<file path="config.mk">
export PLATFORM = sky130hd
export DESIGN_NAME = gpio_pulse_port
export DESIGN_NICKNAME = d
export VERILOG_FILES = /design/src/rtl/gpio_pkg.sv /design/src/rtl/gpio_cfg_regs.sv /design/src/rtl/gpio_pulse_lane.sv /design/src/rtl/gpio_in_sync.sv /design/src/rtl/gpio_pulse_port.sv
export SDC_FILE = /design/constraint.sdc
export NUM_CORES = 1
export LEC_CHECK = 0
export BUFFER_PORTS_ARGS = -buffer_cell sky130_fd_sc_hd__buf_2
export CAP_MARGIN = 40
export CELL_PAD_IN_SITES_DETAIL_PLACEMENT = 0
export CELL_PAD_IN_SITES_GLOBAL_PLACEMENT = 1
export CORE_ASPECT_RATIO = 0.5
export CORE_UTILIZATION = 46
export CTS_CLUSTER_SIZE = 16
export DETAILED_ROUTE_END_ITERATION = 6
export PLACE_DENSITY = 0.91
export SYNTH_ARGS = -nofsm -noshare
export SYNTH_HDL_FRONTEND = slang
export SYNTH_HIERARCHICAL = 1
export SYNTH_SLANG_ARGS = --single-unit
</file>
<file path="constraint.sdc">
create_clock -name clk -period 4 [get_ports clk]
set_input_delay 0.6 -clock clk [delete_from_list [all_inputs] [get_ports clk]]
set_output_delay 0.6 -clock clk [all_outputs]
set_load 0.05 [all_outputs]
</file>
<file path="src/rtl/gpio_pkg.sv">
package gpio_pkg;
    localparam int DW  = 8;
    localparam int NHI = 4;
    localparam int NLO = DW - NHI;

    localparam logic [7:0] IDX_OE  = 8'hF0;
    localparam logic [7:0] IDX_DAT = 8'hF1;
    localparam logic [7:0] IDX_STS = 8'hF2;
    localparam logic [7:0] IDX_CTL = 8'hF3;
    localparam logic [7:0] ADR_ALIAS = 8'h06;

    typedef struct packed {
        logic [DW-1:0]  oe;
        logic [NHI-1:0] mode;
        logic [NHI-1:0] drive;
        logic [NLO-1:0] dat_lo;
    } cfg_t;
endpackage

</file>
<file path="src/rtl/gpio_cfg_regs.sv">
module gpio_cfg_regs
    import gpio_pkg::*;
(
    input  logic          clk,
    input  logic          rst_n,
    input  logic          wr_oe,
    input  logic          wr_ctl,
    input  logic          wr_dat,
    input  logic [DW-1:0] wdata,
    output cfg_t          cfg
);
    cfg_t c_d, c_q;

    always_comb begin
        c_d = c_q;
        if (wr_oe) begin
            c_d.oe = wdata;
        end
        if (wr_ctl) begin
            c_d.mode  = wdata[DW-1 -: NHI];
            c_d.drive = wdata[NHI-1:0];
        end
        if (wr_dat) begin
            c_d.dat_lo = wdata[NLO-1:0];
        end
    end

    always_ff @(posedge clk) begin
        if (!rst_n) begin
            c_q.oe     <= '0;
            c_q.mode   <= '0;
            c_q.drive  <= '1;
            c_q.dat_lo <= '1;
        end else begin
            c_q <= c_d;
        end
    end

    assign cfg = c_q;
endmodule

</file>
<file path="src/rtl/gpio_pulse_lane.sv">
module gpio_pulse_lane #(
    parameter int PULSE_W = 16,
    localparam int CW = (PULSE_W > 1) ? $clog2(PULSE_W) : 1
) (
    input  logic          clk,
    input  logic          rst_n,
    input  logic          wr,
    input  logic          wbit,
    input  logic          mode,
    input  logic          drive,
    input  logic          oe_en,
    output logic          bit_o,
    output logic          pin_o,
    output logic          pin_oe_o,
    output logic [CW-1:0] cnt_o
);
    localparam logic [CW-1:0] LOAD = CW'(PULSE_W - 1);

    typedef struct packed {
        logic          bit_v;
        logic [CW-1:0] cnt;
    } lane_t;

    lane_t l_d, l_q;

    always_comb begin
        l_d = l_q;
        if (!mode) begin
            l_d.cnt = '0;
            if (wr) begin
                l_d.bit_v = wbit;
            end
        end else if (l_q.bit_v) begin
            if (l_q.cnt == '0) begin
                l_d.bit_v = 1'b0;
            end else begin
                l_d.cnt = l_q.cnt - 1'b1;
            end
        end else if (wr && wbit) begin
            l_d.bit_v = 1'b1;
            l_d.cnt   = LOAD;
        end
    end

    always_ff @(posedge clk) begin
        if (!rst_n) begin
            l_q <= '0;
        end else begin
            l_q <= l_d;
        end
    end

    always_comb begin
        if (mode) begin
            pin_o    = ~l_q.bit_v;
            pin_oe_o = oe_en & (l_q.bit_v | drive);
        end else begin
            pin_o    = l_q.bit_v;
            pin_oe_o = oe_en & ~(l_q.bit_v & ~drive);
        end
    end

    assign bit_o = l_q.bit_v;
    assign cnt_o = l_q.cnt;
endmodule

</file>
<file path="src/rtl/gpio_in_sync.sv">
module gpio_in_sync #(
    parameter int W = 8
) (
    input  logic         clk,
    input  logic         rst_n,
    input  logic [W-1:0] din,
    output logic [W-1:0] dout
);
    typedef struct packed {
        logic [W-1:0] s1;
        logic [W-1:0] s2;
    } sync_t;

    sync_t s_d, s_q;

    always_comb begin
        s_d.s1 = din;
        s_d.s2 = s_q.s1;
    end

    always_ff @(posedge clk) begin
        if (!rst_n) begin
            s_q <= '0;
        end else begin
            s_q <= s_d;
        end
    end

    assign dout = s_q.s2;
endmodule

</file>
<file path="src/rtl/gpio_pulse_port.sv">
module gpio_pulse_port
    import gpio_pkg::*;
#(
    parameter int PULSE_W = 16
) (
    input  logic       clk,
    input  logic       rst_n,
    input  logic       bus_we,
    input  logic [7:0] bus_addr,
    input  logic [7:0] bus_wdata,
    output logic [7:0] bus_rdata,
    input  logic [7:0] pin_in,
    output logic [7:0] pin_out,
    output logic [7:0] pin_oe
);
    localparam int CW = (PULSE_W > 1) ? $clog2(PULSE_W) : 1;

    cfg_t                   cfg;
    logic                   wr_oe, wr_ctl, wr_dat;
    logic [DW-1:0]          oe_q, dat_q, sts_q;
    logic [NHI-1:0]         mode_q, drive_q, hi_bits;
    logic [NHI-1:0][CW-1:0] cnt_q;

    assign wr_oe  = bus_we && (bus_addr == IDX_OE);
    assign wr_ctl = bus_we && (bus_addr == IDX_CTL);
    assign wr_dat = bus_we && ((bus_addr == IDX_DAT) || (bus_addr == ADR_ALIAS));

    gpio_cfg_regs u_cfg (
        .clk    (clk),
        .rst_n  (rst_n),
        .wr_oe  (wr_oe),
        .wr_ctl (wr_ctl),
        .wr_dat (wr_dat),
        .wdata  (bus_wdata),
        .cfg    (cfg)
    );

    assign oe_q    = cfg.oe;
    assign mode_q  = cfg.mode;
    assign drive_q = cfg.drive;

    assign pin_out[NLO-1:0] = cfg.dat_lo;
    assign pin_oe[NLO-1:0]  = cfg.oe[NLO-1:0];

    for (genvar j = 0; j < NHI; j++) begin : g_lane
        gpio_pulse_lane #(.PULSE_W(PULSE_W)) u_lane (
            .clk      (clk),
            .rst_n    (rst_n),
            .wr       (wr_dat),
            .wbit     (bus_wdata[NLO+j]),
            .mode     (cfg.mode[j]),
            .drive    (cfg.drive[j]),
            .oe_en    (cfg.oe[NLO+j]),
            .bit_o    (hi_bits[j]),
            .pin_o    (pin_out[NLO+j]),
            .pin_oe_o (pin_oe[NLO+j]),
            .cnt_o    (cnt_q[j])
        );
    end

    assign dat_q = {hi_bits, cfg.dat_lo};

    gpio_in_sync #(.W(DW)) u_sync (
        .clk   (clk),
        .rst_n (rst_n),
        .din   (pin_in),
        .dout  (sts_q)
    );

    always_comb begin
        case (bus_addr)
            IDX_OE:             bus_rdata = oe_q;
            IDX_DAT:            bus_rdata = dat_q;
            IDX_STS, ADR_ALIAS: bus_rdata = sts_q;
            IDX_CTL:            bus_rdata = {mode_q, drive_q};
            default:            bus_rdata = '0;
        endcase
    end
endmodule

</file>
==> results.py <==
metrics = {
    "global_route": {
        "grt_first_pass_wirelength_um": 9650,
        "grt_use_total_pct": 18.2,
        "grt_max_degree": 45,
        "first_global_vias": 2167,
        "antenna_found_initial": 0,
        "grt_overflow": 0,
    },
    "die": {
        "pin_count": 51,
        "die_w_um": 115,
        "start_util_pct": 48.1,
        "rows": 20,
        "die_height_um": 58.5,
        "coreArea_sq_um": 6110,
        "die_area_sq_um": 6730,
    },
    "worst_hold_path": {
        "min_path_type": "reg -> reg",
    },
    "critical_path": {
        "criticalPathCategory": "in -> out",
        "end_kind": "output port",
        "r2r_start": "g_lane[3].u_lane/cnt_o[0]",
        "worstPathRequired_ps": 3400,
        "r2r_slack_ps": 2480,
        "worstPathArrival_ps": 2140,
        "r2r_end": "g_lane[3].u_lane/cnt_o[0]",
        "r2r_cells": 5,
        "cp-startpoint": "bus_addr[6]",
        "cp-start-kind": "input pin",
        "crit_path_end": "bus_rdata[1]",
        "worstPathMaxFanout": 11,
    },
    "cts": {
        "cts.sinks": 56,
        "post_cts_resized": 0,
        "cts_tree": "done",
        "cts_hold_buf": 0,
        "clock_latency_ps": 290,
        "postCtsSetupRepairBufs": 0,
        "path_clk_slew_ps": 70,
        "cts-buffers-inserted": 5,
        "clockBufferDepth": 2,
        "clock-root-buffer": "clkbuf_16",
        "htreeDepth": 2,
    },
    "yosys": {
        "synth.area.top_cells": "dfxtp_1 (38%), mux2i_1 (6.8%), a21oi_1 (4.4%)",
        "ys_types": 40,
        "synthesis.area_sq_um": 2940,
        "synth-seq-cells": 56,
        "yosys.cell_count.top_type": "dfxtp_1",
        "synth_top_area_share_pct": 38.2,
        "yosys_warnings": 6,
        "ys_seq_area_share_pct": 38.2,
        "synth-edff-count": 0,
        "synth_top_area_cell": "dfxtp_1",
        "synth_flop_cell": "dfxtp_1",
        "async_flop_share_pct": 0,
        "netlist_instances": 304,
        "syn_area_per_cell_sq_um": 9.66,
        "yosys-top-cells-count": "dfxtp_1 (56), a21oi_1 (26), inv_1 (26)",
        "synth_nets": 339,
    },
    "sta": {
        "rsz0062_at_grt": "no",
        "slew_headroom_pct": 52.0,
        "report.final.slew_viol_count": 0,
        "tightest_slew_ps": 709,
        "fin_skew_ps": 4.05,
        "tns_ps": 0,
        "fmax_mhz": 365,
        "post-route-min-period_ps": 2740,
        "min_period_over_period_pct": 68.5,
        "finalHoldViolCount": 0,
        "setup_violations": 0,
    },
    "power_and_ir_drop": {
        "ir_worst_vdd_uv": 182,
        "p_leak_nw": 1.36,
        "p_per_area_nw_per_um2": 318,
    },
    "routing": {
        "drt_pass1_iterations": 4,
        "ant_nets": 0,
        "drtIter0Drc": 90,
        "vias": 2269,
        "drcViolationCount": 0,
        "routed_via_density": 5.19,
        "routed_wl_um": 5860,
        "wl_per_cell_um": 13.4,
    },
    "final_layout": {
        "multiInputGateArea_sq_um": 1590,
        "n_fill_cell": 552,
        "final_cells": 437,
        "seq_area_sq_um": 1120,
        "drive_above_1_share_pct": 29.8,
        "antenna_cells": 0,
        "final_nets": 383,
        "syn2layout_area_growth_pct": 14.0,
    },
    "placement": {
        "hpwlAfterDp_um": 4320,
        "dp_cells": 429,
        "gp_congestion": 0.828,
        "port_buffers": 50,
    },
    "flow_run": {
        "maxCapViolations": 0,
    },
    "run_status": {
        "outcome": "finished, final reports clean",
    },
}
-- routing by layer --
metal  vias up  global-route usage (%)  part of all wire (%)
li1       1154                       -                     -
met1      1073                    22.5                    46
met2        40                    32.4                    50
met3         2                    4.22                   3.9
met4         0                    4.45                  0.43
met5         -                       0                     0
-- registers in the layout, summed over array words and instances, names as in the netlist --
signal               count
u_cfg/cfg               20
g_lane.u_lane/cnt_o     16
u_sync/dout              8
u_sync/s_d               8
g_lane.u_lane/bit_o      4
-- critical path: stages --
cell and delay (ps):
buf_2 120, nand4_1 140, nor3_2 530, nand2_1 140, a221oi_2 310, buf_2 300
-- report_power, final --
group	leakage (nW)	total (W)	switching (W)	internal, W
logic	0.831	0.0000600	0.0000339	0.0000261
registers	0.455	0.000568	0.00000261	0.000565
clock network	0.0701	0.000438	0.000188	0.000250
-- how the worst min path moves through the flow --
stage                        startpoint              to  slack (ps)  cells past startpoint
after floorplan           u_sync/s_d[0]  u_sync/dout[0]         430                      1
after global placement    u_sync/s_d[6]  u_sync/dout[6]         430                      1
after detailed placement  u_sync/s_d[3]  u_sync/dout[3]         430                      1
after CTS                 u_sync/s_d[1]  u_sync/dout[1]         450                      1
after global routing      u_sync/s_d[6]  u_sync/dout[6]         460                      1
final                     u_sync/s_d[6]  u_sync/dout[6]         450                      1
-- layout make-up --
type / instances / area share, %
flip-flops and latches: 56 / 33.5
clock inverters: 1 / 0.224
clock buffers: 7 / 4.26
repair buffers: 52 / 7.92
inverters: 30 / 3.36
well taps: 88 / 3.29
multi-input cells: 203 / 47.5
-- cell families after synthesis --
logic type	Yosys count	share of synthesized area [%]
flops	56	38.2
buf+inv	45	7.92
fa+ha+maj	8	3.41
xor+xnor	4	1.19
mux	32	11.4
compound gates	72	17.4
simple gates	87	20.5
-- per-stage QoR --
step / setup slack (ps) / util (%) / hold slack [ps] / cell area, sq um / total power (W)
after CTS: 1240 / 54.9 / 451 / 3350 / 0.00108
after global placement: 1210 / 52.4 / 428 / 3200 / 0.000639
after floorplan: 1460 / - / 426 / 2940 / 0.000616
after global routing: 1100 / 54.9 / 456 / 3350 / 0.00111
after detailed placement: 1080 / 52.4 / 434 / 3200 / 0.000641
final: 1260 / 54.9 / 449 / 3350 / 0.00107
-- cells in the final DEF (no fill, tap or decap), types with 12 or more instances in the layout --
cell type / count
buf_2: 50
nor2b_1: 12
inv_1: 26
dfxtp_1: 56
a21oi_1: 26
nand2_1: 23
mux2i_1: 20
and2_2: 12
(Power assumes the default switching activity.)
